### config.mk
export PLATFORM = sky130hd
export DESIGN_NAME = fetch_line_extract
export DESIGN_NICKNAME = d
export VERILOG_FILES = /design/src/rtl/fle_pkg.sv /design/src/rtl/fle_slot.sv /design/src/rtl/fle_group.sv /design/src/rtl/fle_state.sv /design/src/rtl/fetch_line_extract.sv
export SDC_FILE = /design/constraint.sdc
export NUM_CORES = 2
export LEC_CHECK = 0
export ABC_AREA = 1
export CORE_AREA = 2 2 549 551
export DETAILED_ROUTE_END_ITERATION = 8
export DIE_AREA = 0 0 551 553
export PLACE_DENSITY_LB_ADDON = 0.12
export RECOVER_POWER = 50
export SETUP_SLACK_MARGIN = 0.3
export SYNTH_ARGS = -nofsm -noshare
export SYNTH_HDL_FRONTEND = slang
export SYNTH_SLANG_ARGS = --single-unit
### constraint.sdc
create_clock -name clk -period 9.1 [get_ports clk]
set_input_delay 2.275 -clock clk [delete_from_list [all_inputs] [get_ports clk]]
set_output_delay 2.275 -clock clk [all_outputs]
set_load 0.01 [all_outputs]
### src/rtl/fle_pkg.sv
// Package: constants and the thread fetch state shared by the extractor.
// Assumes instructions are fixed 32-bit words.
package fle_pkg;
    localparam int INST_BYTES = 4;
    localparam int INST_W     = 8 * INST_BYTES;

    typedef enum logic {
        FL_RUN     = 1'b0,
        FL_ASLEEP  = 1'b1
    } fl_state_e;
endpackage

### src/rtl/fle_slot.sv
// One fetch slot: selects its word from the line, forms its PC and its
// predicted next PC, and reports whether it ends the group.
// Assumes FETCH_W <= words per line so one extra index bit suffices.
module fle_slot
    import fle_pkg::*;
#(
    parameter int SLOT       = 0,
    parameter int PC_W       = 32,
    parameter int LINE_BYTES = 64
) (
    input  logic [PC_W-1:0]              base_pc,
    input  logic [$clog2(LINE_BYTES/INST_BYTES)-1:0] word_off,
    input  logic [LINE_BYTES*8-1:0]      line_data,
    input  logic [LINE_BYTES/INST_BYTES-1:0] line_ctrl,
    input  logic [LINE_BYTES/INST_BYTES-1:0] line_quiesce,
    input  logic                         bp_taken,
    input  logic [PC_W-1:0]              bp_target,
    output logic [PC_W-1:0]              slot_pc,
    output logic [PC_W-1:0]              slot_npc,
    output logic [INST_W-1:0]            slot_inst,
    output logic                         in_line,
    output logic                         ends_group,
    output logic                         is_quiesce
);
    localparam int WORDS = LINE_BYTES / INST_BYTES;
    localparam int OFF_W = $clog2(WORDS);
    localparam int IDX_W = OFF_W + 1;

    logic [IDX_W-1:0] idx;
    logic [OFF_W-1:0] wsel;
    logic             ctrl;
    logic             taken_here;

    // Locate this slot's word and derive its fields.
    always_comb begin
        idx        = {1'b0, word_off} + IDX_W'(SLOT);
        wsel       = idx[OFF_W-1:0];
        in_line    = idx < IDX_W'(WORDS);
        slot_inst  = line_data[wsel*INST_W +: INST_W];
        ctrl       = line_ctrl[wsel];
        is_quiesce = line_quiesce[wsel];
        slot_pc    = base_pc + PC_W'(SLOT * INST_BYTES);
        taken_here = ctrl & bp_taken;
        slot_npc   = taken_here ? bp_target : (slot_pc + PC_W'(INST_BYTES));
        ends_group = taken_here | is_quiesce;
    end
endmodule

### src/rtl/fle_group.sv
// Group former: walks the slots in order and keeps each one while the
// previous one neither ended the group nor left the line. Produces the
// valid vector, the count, the last next PC and the quiesce hit.
// Assumes slot data arrive flattened, slot k at bits [k*PC_W +: PC_W].
module fle_group #(
    parameter int FETCH_W = 4,
    parameter int PC_W    = 32,
    localparam int CNT_W  = $clog2(FETCH_W + 1)
) (
    input  logic                    go,
    input  logic [PC_W-1:0]         cur_pc,
    input  logic [FETCH_W-1:0]      in_line,
    input  logic [FETCH_W-1:0]      ends,
    input  logic [FETCH_W-1:0]      is_q,
    input  logic [FETCH_W*PC_W-1:0] npc_flat,
    output logic [FETCH_W-1:0]      valid,
    output logic [CNT_W-1:0]        count,
    output logic [PC_W-1:0]         last_npc,
    output logic                    q_hit
);
    logic open;

    // Cut the group at the first terminating condition.
    always_comb begin
        open     = go;
        count    = '0;
        last_npc = cur_pc;
        q_hit    = 1'b0;
        for (int k = 0; k < FETCH_W; k++) begin
            valid[k] = open & in_line[k];
            if (valid[k]) begin
                count    = count + CNT_W'(1);
                last_npc = npc_flat[k*PC_W +: PC_W];
                q_hit    = q_hit | is_q[k];
            end
            open = valid[k] & ~ends[k];
        end
    end
endmodule

### src/rtl/fle_state.sv
// Thread state: fetch PC, its successor, the sequence counter and the
// run/asleep state. Redirect wins over group results.
module fle_state
    import fle_pkg::*;
#(
    parameter int              FETCH_W  = 4,
    parameter int              PC_W     = 32,
    parameter int              SEQ_W    = 16,
    parameter logic [PC_W-1:0] RESET_PC = '0,
    localparam int             CNT_W    = $clog2(FETCH_W + 1)
) (
    input  logic              clk,
    input  logic              rst_n,
    input  logic              redirect,
    input  logic [PC_W-1:0]   redirect_pc,
    input  logic [CNT_W-1:0]  count,
    input  logic [PC_W-1:0]   last_npc,
    input  logic              q_hit,
    output logic [PC_W-1:0]   pc_q,
    output logic [PC_W-1:0]   npc_q,
    output logic [SEQ_W-1:0]  seq_q,
    output fl_state_e         state_q
);
    // Advance or reload the thread state once per cycle.
    always_ff @(posedge clk) begin
        if (!rst_n) begin
            pc_q    <= RESET_PC;
            npc_q   <= RESET_PC + PC_W'(INST_BYTES);
            seq_q   <= '0;
            state_q <= FL_RUN;
        end else if (redirect) begin
            pc_q    <= redirect_pc;
            npc_q   <= redirect_pc + PC_W'(INST_BYTES);
            state_q <= FL_RUN;
        end else begin
            if (count != '0) begin
                pc_q  <= last_npc;
                npc_q <= last_npc + PC_W'(INST_BYTES);
            end
            if (q_hit) begin
                state_q <= FL_ASLEEP;
            end
            seq_q <= seq_q + SEQ_W'(count);
        end
    end
endmodule

### src/rtl/fetch_line_extract.sv
// Top: extracts a fetch group from one instruction cache line for one
// thread, tags each instruction and registers the results toward decode.
// Assumes the presented line belongs to the current fetch PC and that the
// predictor answers combinationally for the slot PCs on bp_pc_o.
module fetch_line_extract
    import fle_pkg::*;
#(
    parameter int              FETCH_W    = 4,
    parameter int              PC_W       = 32,
    parameter int              SEQ_W      = 16,
    parameter int              LINE_BYTES = 64,
    parameter logic [PC_W-1:0] RESET_PC   = '0,
    localparam int             WORDS      = LINE_BYTES / INST_BYTES,
    localparam int             CNT_W      = $clog2(FETCH_W + 1)
) (
    input  logic                      clk,
    input  logic                      rst_n,
    input  logic                      redirect_i,
    input  logic [PC_W-1:0]           redirect_pc_i,
    input  logic                      line_valid_i,
    input  logic [LINE_BYTES*8-1:0]   line_data_i,
    input  logic [WORDS-1:0]          line_ctrl_i,
    input  logic [WORDS-1:0]          line_quiesce_i,
    input  logic [FETCH_W-1:0]        bp_taken_i,
    input  logic [FETCH_W*PC_W-1:0]   bp_target_i,
    output logic [FETCH_W*PC_W-1:0]   bp_pc_o,
    output logic [PC_W-1:0]           fetch_addr_o,
    output logic [PC_W-1:0]           fetch_pc_o,
    output logic [PC_W-1:0]           fetch_npc_o,
    output logic                      quiesced_o,
    output logic [FETCH_W-1:0]        out_valid_o,
    output logic [CNT_W-1:0]          out_count_o,
    output logic [FETCH_W*INST_W-1:0] out_inst_o,
    output logic [FETCH_W*PC_W-1:0]   out_pc_o,
    output logic [FETCH_W*PC_W-1:0]   out_npc_o,
    output logic [FETCH_W*SEQ_W-1:0]  out_seq_o
);
    localparam int ALIGN_W = $clog2(INST_BYTES);
    localparam int LINE_W  = $clog2(LINE_BYTES);

    logic [PC_W-1:0]           pc_q;
    logic [PC_W-1:0]           npc_q;
    logic [SEQ_W-1:0]          seq_q;
    fl_state_e                 state_q;
    logic                      go;
    logic [LINE_W-ALIGN_W-1:0] word_off;

    logic [FETCH_W*PC_W-1:0]   slot_pc_flat;
    logic [FETCH_W*PC_W-1:0]   slot_npc_flat;
    logic [FETCH_W*INST_W-1:0] slot_inst_flat;
    logic [FETCH_W-1:0]        in_line;
    logic [FETCH_W-1:0]        ends;
    logic [FETCH_W-1:0]        is_q;

    logic [FETCH_W-1:0]        valid;
    logic [CNT_W-1:0]          count;
    logic [PC_W-1:0]           last_npc;
    logic                      q_hit;

    // Fetch proceeds only for a running thread with no redirect pending.
    always_comb begin
        go       = line_valid_i & ~redirect_i & (state_q == FL_RUN);
        word_off = pc_q[LINE_W-1:ALIGN_W];
    end

    for (genvar k = 0; k < FETCH_W; k++) begin : g_slot
        fle_slot #(
            .SLOT       (k),
            .PC_W       (PC_W),
            .LINE_BYTES (LINE_BYTES)
        ) u_slot (
            .base_pc      (pc_q),
            .word_off     (word_off),
            .line_data    (line_data_i),
            .line_ctrl    (line_ctrl_i),
            .line_quiesce (line_quiesce_i),
            .bp_taken     (bp_taken_i[k]),
            .bp_target    (bp_target_i[k*PC_W +: PC_W]),
            .slot_pc      (slot_pc_flat[k*PC_W +: PC_W]),
            .slot_npc     (slot_npc_flat[k*PC_W +: PC_W]),
            .slot_inst    (slot_inst_flat[k*INST_W +: INST_W]),
            .in_line      (in_line[k]),
            .ends_group   (ends[k]),
            .is_quiesce   (is_q[k])
        );
    end

    fle_group #(
        .FETCH_W (FETCH_W),
        .PC_W    (PC_W)
    ) u_group (
        .go       (go),
        .cur_pc   (pc_q),
        .in_line  (in_line),
        .ends     (ends),
        .is_q     (is_q),
        .npc_flat (slot_npc_flat),
        .valid    (valid),
        .count    (count),
        .last_npc (last_npc),
        .q_hit    (q_hit)
    );

    fle_state #(
        .FETCH_W  (FETCH_W),
        .PC_W     (PC_W),
        .SEQ_W    (SEQ_W),
        .RESET_PC (RESET_PC)
    ) u_state (
        .clk         (clk),
        .rst_n       (rst_n),
        .redirect    (redirect_i),
        .redirect_pc (redirect_pc_i),
        .count       (count),
        .last_npc    (last_npc),
        .q_hit       (q_hit),
        .pc_q        (pc_q),
        .npc_q       (npc_q),
        .seq_q       (seq_q),
        .state_q     (state_q)
    );

    // Register the group toward decode; fields load only for kept slots.
    always_ff @(posedge clk) begin
        if (!rst_n) begin
            out_valid_o <= '0;
            out_count_o <= '0;
            out_inst_o  <= '0;
            out_pc_o    <= '0;
            out_npc_o   <= '0;
            out_seq_o   <= '0;
        end else begin
            out_valid_o <= valid;
            out_count_o <= count;
            for (int k = 0; k < FETCH_W; k++) begin
                if (valid[k]) begin
                    out_inst_o[k*INST_W +: INST_W] <= slot_inst_flat[k*INST_W +: INST_W];
                    out_pc_o[k*PC_W +: PC_W]       <= slot_pc_flat[k*PC_W +: PC_W];
                    out_npc_o[k*PC_W +: PC_W]      <= slot_npc_flat[k*PC_W +: PC_W];
                    out_seq_o[k*SEQ_W +: SEQ_W]    <= seq_q + SEQ_W'(k);
                end
            end
        end
    end

    // Drive the thread-facing outputs from state.
    always_comb begin
        bp_pc_o      = slot_pc_flat;
        fetch_pc_o   = pc_q;
        fetch_npc_o  = npc_q;
        fetch_addr_o = {pc_q[PC_W-1:LINE_W], LINE_W'(0)};
        quiesced_o   = (state_q == FL_ASLEEP);
    end
endmodule

==> flow_summary.json <==
{
  "cts_resized": 0,
  "routed_via_density": 4.62,
  "final_util_pct": 21.4,
  "start_kind": "input port",
  "reg2reg_to": "u_state.npc_q[11]",
  "clockBufferDepth": 3,
  "status": "finished with violations",
  "yosysMostFrequentCell": "nand2_1",
  "synthArstFlopShare_pct": 0,
  "clock-root-buffer": "clkbuf_16",
  "netlist_area_um2": 43600,
  "tightest_slew_ps": 5350,
  "fin_crit_sh_pct": 83.2,
  "cts_setup_buffers": 0,
  "min_period_ps": 7580,
  "antenna_left": 0,
  "grt_max_degree": 191,
  "cts_tree": "yes",
  "tns_ps": 0,
  "via_count": 57800,
  "clk_pin_slew_ps": 60,
  "hold_viol_final": 0,
  "antenna_found_initial": 121,
  "synth_edf_count": 0,
  "ff2ff_setup_slack_ps": 2600,
  "die_w_um": 551,
  "cts_buffers": 83,
  "grt_pass1_wl_um": 517000,
  "detailedRoute.firstIterationViolations": 5258,
  "power_leakage_uw": 0.0264,
  "ys_seq_area_share_pct": 24.5,
  "hp-start": "out_npc_o[31]",
  "r2r-start": "u_state.pc_q[3]",
  "drive_gt1_share_pct": 6.05,
  "netlist_instances": 7470,
  "required_ps": 9720,
  "cts_hold_repair.buffers": 0,
  "final_nets": 9178,
  "cp_max_fo": 83,
  "gp_congestion": 0.919,
  "synth_area_leaders": "dfxtp_1, nand2_1, o21ai_0",
  "hpwl_um": 318000,
  "port_buffers": 1385,
  "synth_top_cells_by_count": "nand2_1, o21ai_0, nor2_1, dfxtp_1, nand3_1",
  "yosysTopAreaCell": "dfxtp_1",
  "netlist.area_leader.share_pct": 24.5,
  "clock_latency_ps": 740,
  "min_path_type": "register to register",
  "cts_max_level": 3,
  "max_slew_margin_pct": -257,
  "hold_end": "out_npc_o[31]",
  "rsz0062_at_grt": "no",
  "r2r_cells": 24,
  "grt_overflow": 0,
  "vdd_drop_max_uv": 131,
  "drc_errors": 0,
  "violations": "capacitance limit, slew limit",
  "dieArea_um2": 305000,
  "detail_route.first_pass.iterations": 8,
  "track_usage_pct": 24.9,
  "syn_area_per_cell_um2": 5.83,
  "crit_path_end_kind": "register",
  "core_area_um2": 299000,
  "cts_num_sinks": 534,
  "finalMaxSlewViolations": 337,
  "min_path_cells": 2,
  "start_util_pct": 14.6,
  "drv_cap": 4,
  "arrival_ps": 8190,
  "max_freq_mhz": 132,
  "die_y_um": 553,
  "setup_viol": 0,
  "wl_um": 395000,
  "synth-seq-cells": 534,
  "finClkSkew_ps": 54.3,
  "ys_warn_count": 0,
  "synth_ff_type": "dfxtp_1",
  "detail_route.wl_per_cell_um": 31.6,
  "yosysUniqueCellTypes": 64,
  "power_density_nw_per_um2": 237,
  "path_class": "input port to register",
  "ios": 1392,
  "area_delta_synth_final_pct": 46.4,
  "grt_pass1_vias": 54800,
  "rows": 201
}
final cells by class:
class / instances / area (um2)
Fill cell: 34200 / 235000
Multi-Input combinational cell: 5938 / 28700
Timing Repair Buffer: 1506 / 14800
Clock buffer: 106 / 2300
Sequential cell: 534 / 10700
Clock inverter: 48 / 748
Tap cell: 3958 / 4950
Inverter: 385 / 1490
Antenna cell: 40 / 100
stage by stage:
stage	area, um2	hold WS [ps]	worst slack (ps)	total power, uW	instances
after floorplan	43600	474	2810	6990	7475
after global placement	60700	453	1490	11600	12300
after detailed placement	60700	456	1550	11600	12300
after CTS	63800	465	2010	15500	12500
after global routing	63700	476	1090	15900	12500
final	63800	460	1520	15100	12500
cell usage in the layout (no fill, tap or decap), types with 174 or more instances in the layout:
master / instances
mux2i_1: 174
clkdlybuf4s50_1: 871
a21oi_1: 454
nand2_1: 2457
nand3_1: 485
nor2_1: 648
inv_1: 347
dlygate4sd3_1: 512
dfxtp_1: 530
o21ai_0: 932
metal layers:
metal	vias to the layer above	wire (um)	track usage, %
li1	26700	-	-
met1	27900	160000	29.4
met2	2570	195000	44.4
met3	513	24600	4.44
met4	56	16000	8.98
met5	-	356	0
where the power goes:
group | switching (uW) | total [uW] | internal [uW] | leakage [uW]
sequential | 368 | 2990 | 2620 | 0.00435
combinational | 5970 | 8380 | 2410 | 0.0205
clock | 1510 | 3740 | 2230 | 0.00147
total | 7840 | 15100 | 7270 | 0.0264
state kept, by name, summed over array words and instances, names as in the netlist:
| register | count |
|---|---|
| out_valid_o | 4 |
| u_state.seq_q | 16 |
| u_state.state_q | 1 |
| out_inst_o | 128 |
| u_state.pc_q | 30 |
| out_seq_o | 64 |
| out_pc_o | 128 |
| u_state.npc_q | 32 |
| out_count_o | 3 |
| out_npc_o | 128 |
critical path, cell delays in order:
cell,delay (ps)
dlygate4sd3_1,690
nand3_1,800
nor2_1,600
nand3_1,150
nor2_1,320
buf_12,340
ha_1,290
nand2_1,60
o21ai_1,140
ha_1,270
inv_1,50
o21ai_1,140
nor2_1,160
nand2_2,80
inv_2,720
buf_4,330
nor2_1,70
a22oi_1,140
o21ai_0,100
nand2_1,80
inv_1,70
how the worst max path moves through the flow:
stage / from / end / depth (start not counted)
6_report: line_valid_i / u_state.npc_q[11] / 21
3_5_place_dp: line_valid_i / u_state.npc_q[29] / 21
4_1_cts: u_state.pc_q[4] / bp_pc_o[119] / 9
2_1_floorplan: redirect_i / u_state.seq_q[9] / 28
3_3_place_gp: line_quiesce_i[9] / u_state.npc_q[11] / 26
5_1_grt: line_valid_i / u_state.pc_q[11] / 20
cell families after synthesis:
group | synth area share [%]
simple gates | 37.6
mux | 4.00
xor+xnor | 1.74
buf+inv | 9.84
fa+ha+maj | 0.534
other cells | 0.00860
compound gates | 21.7
flops | 24.5
(Power assumes the default switching activity.)
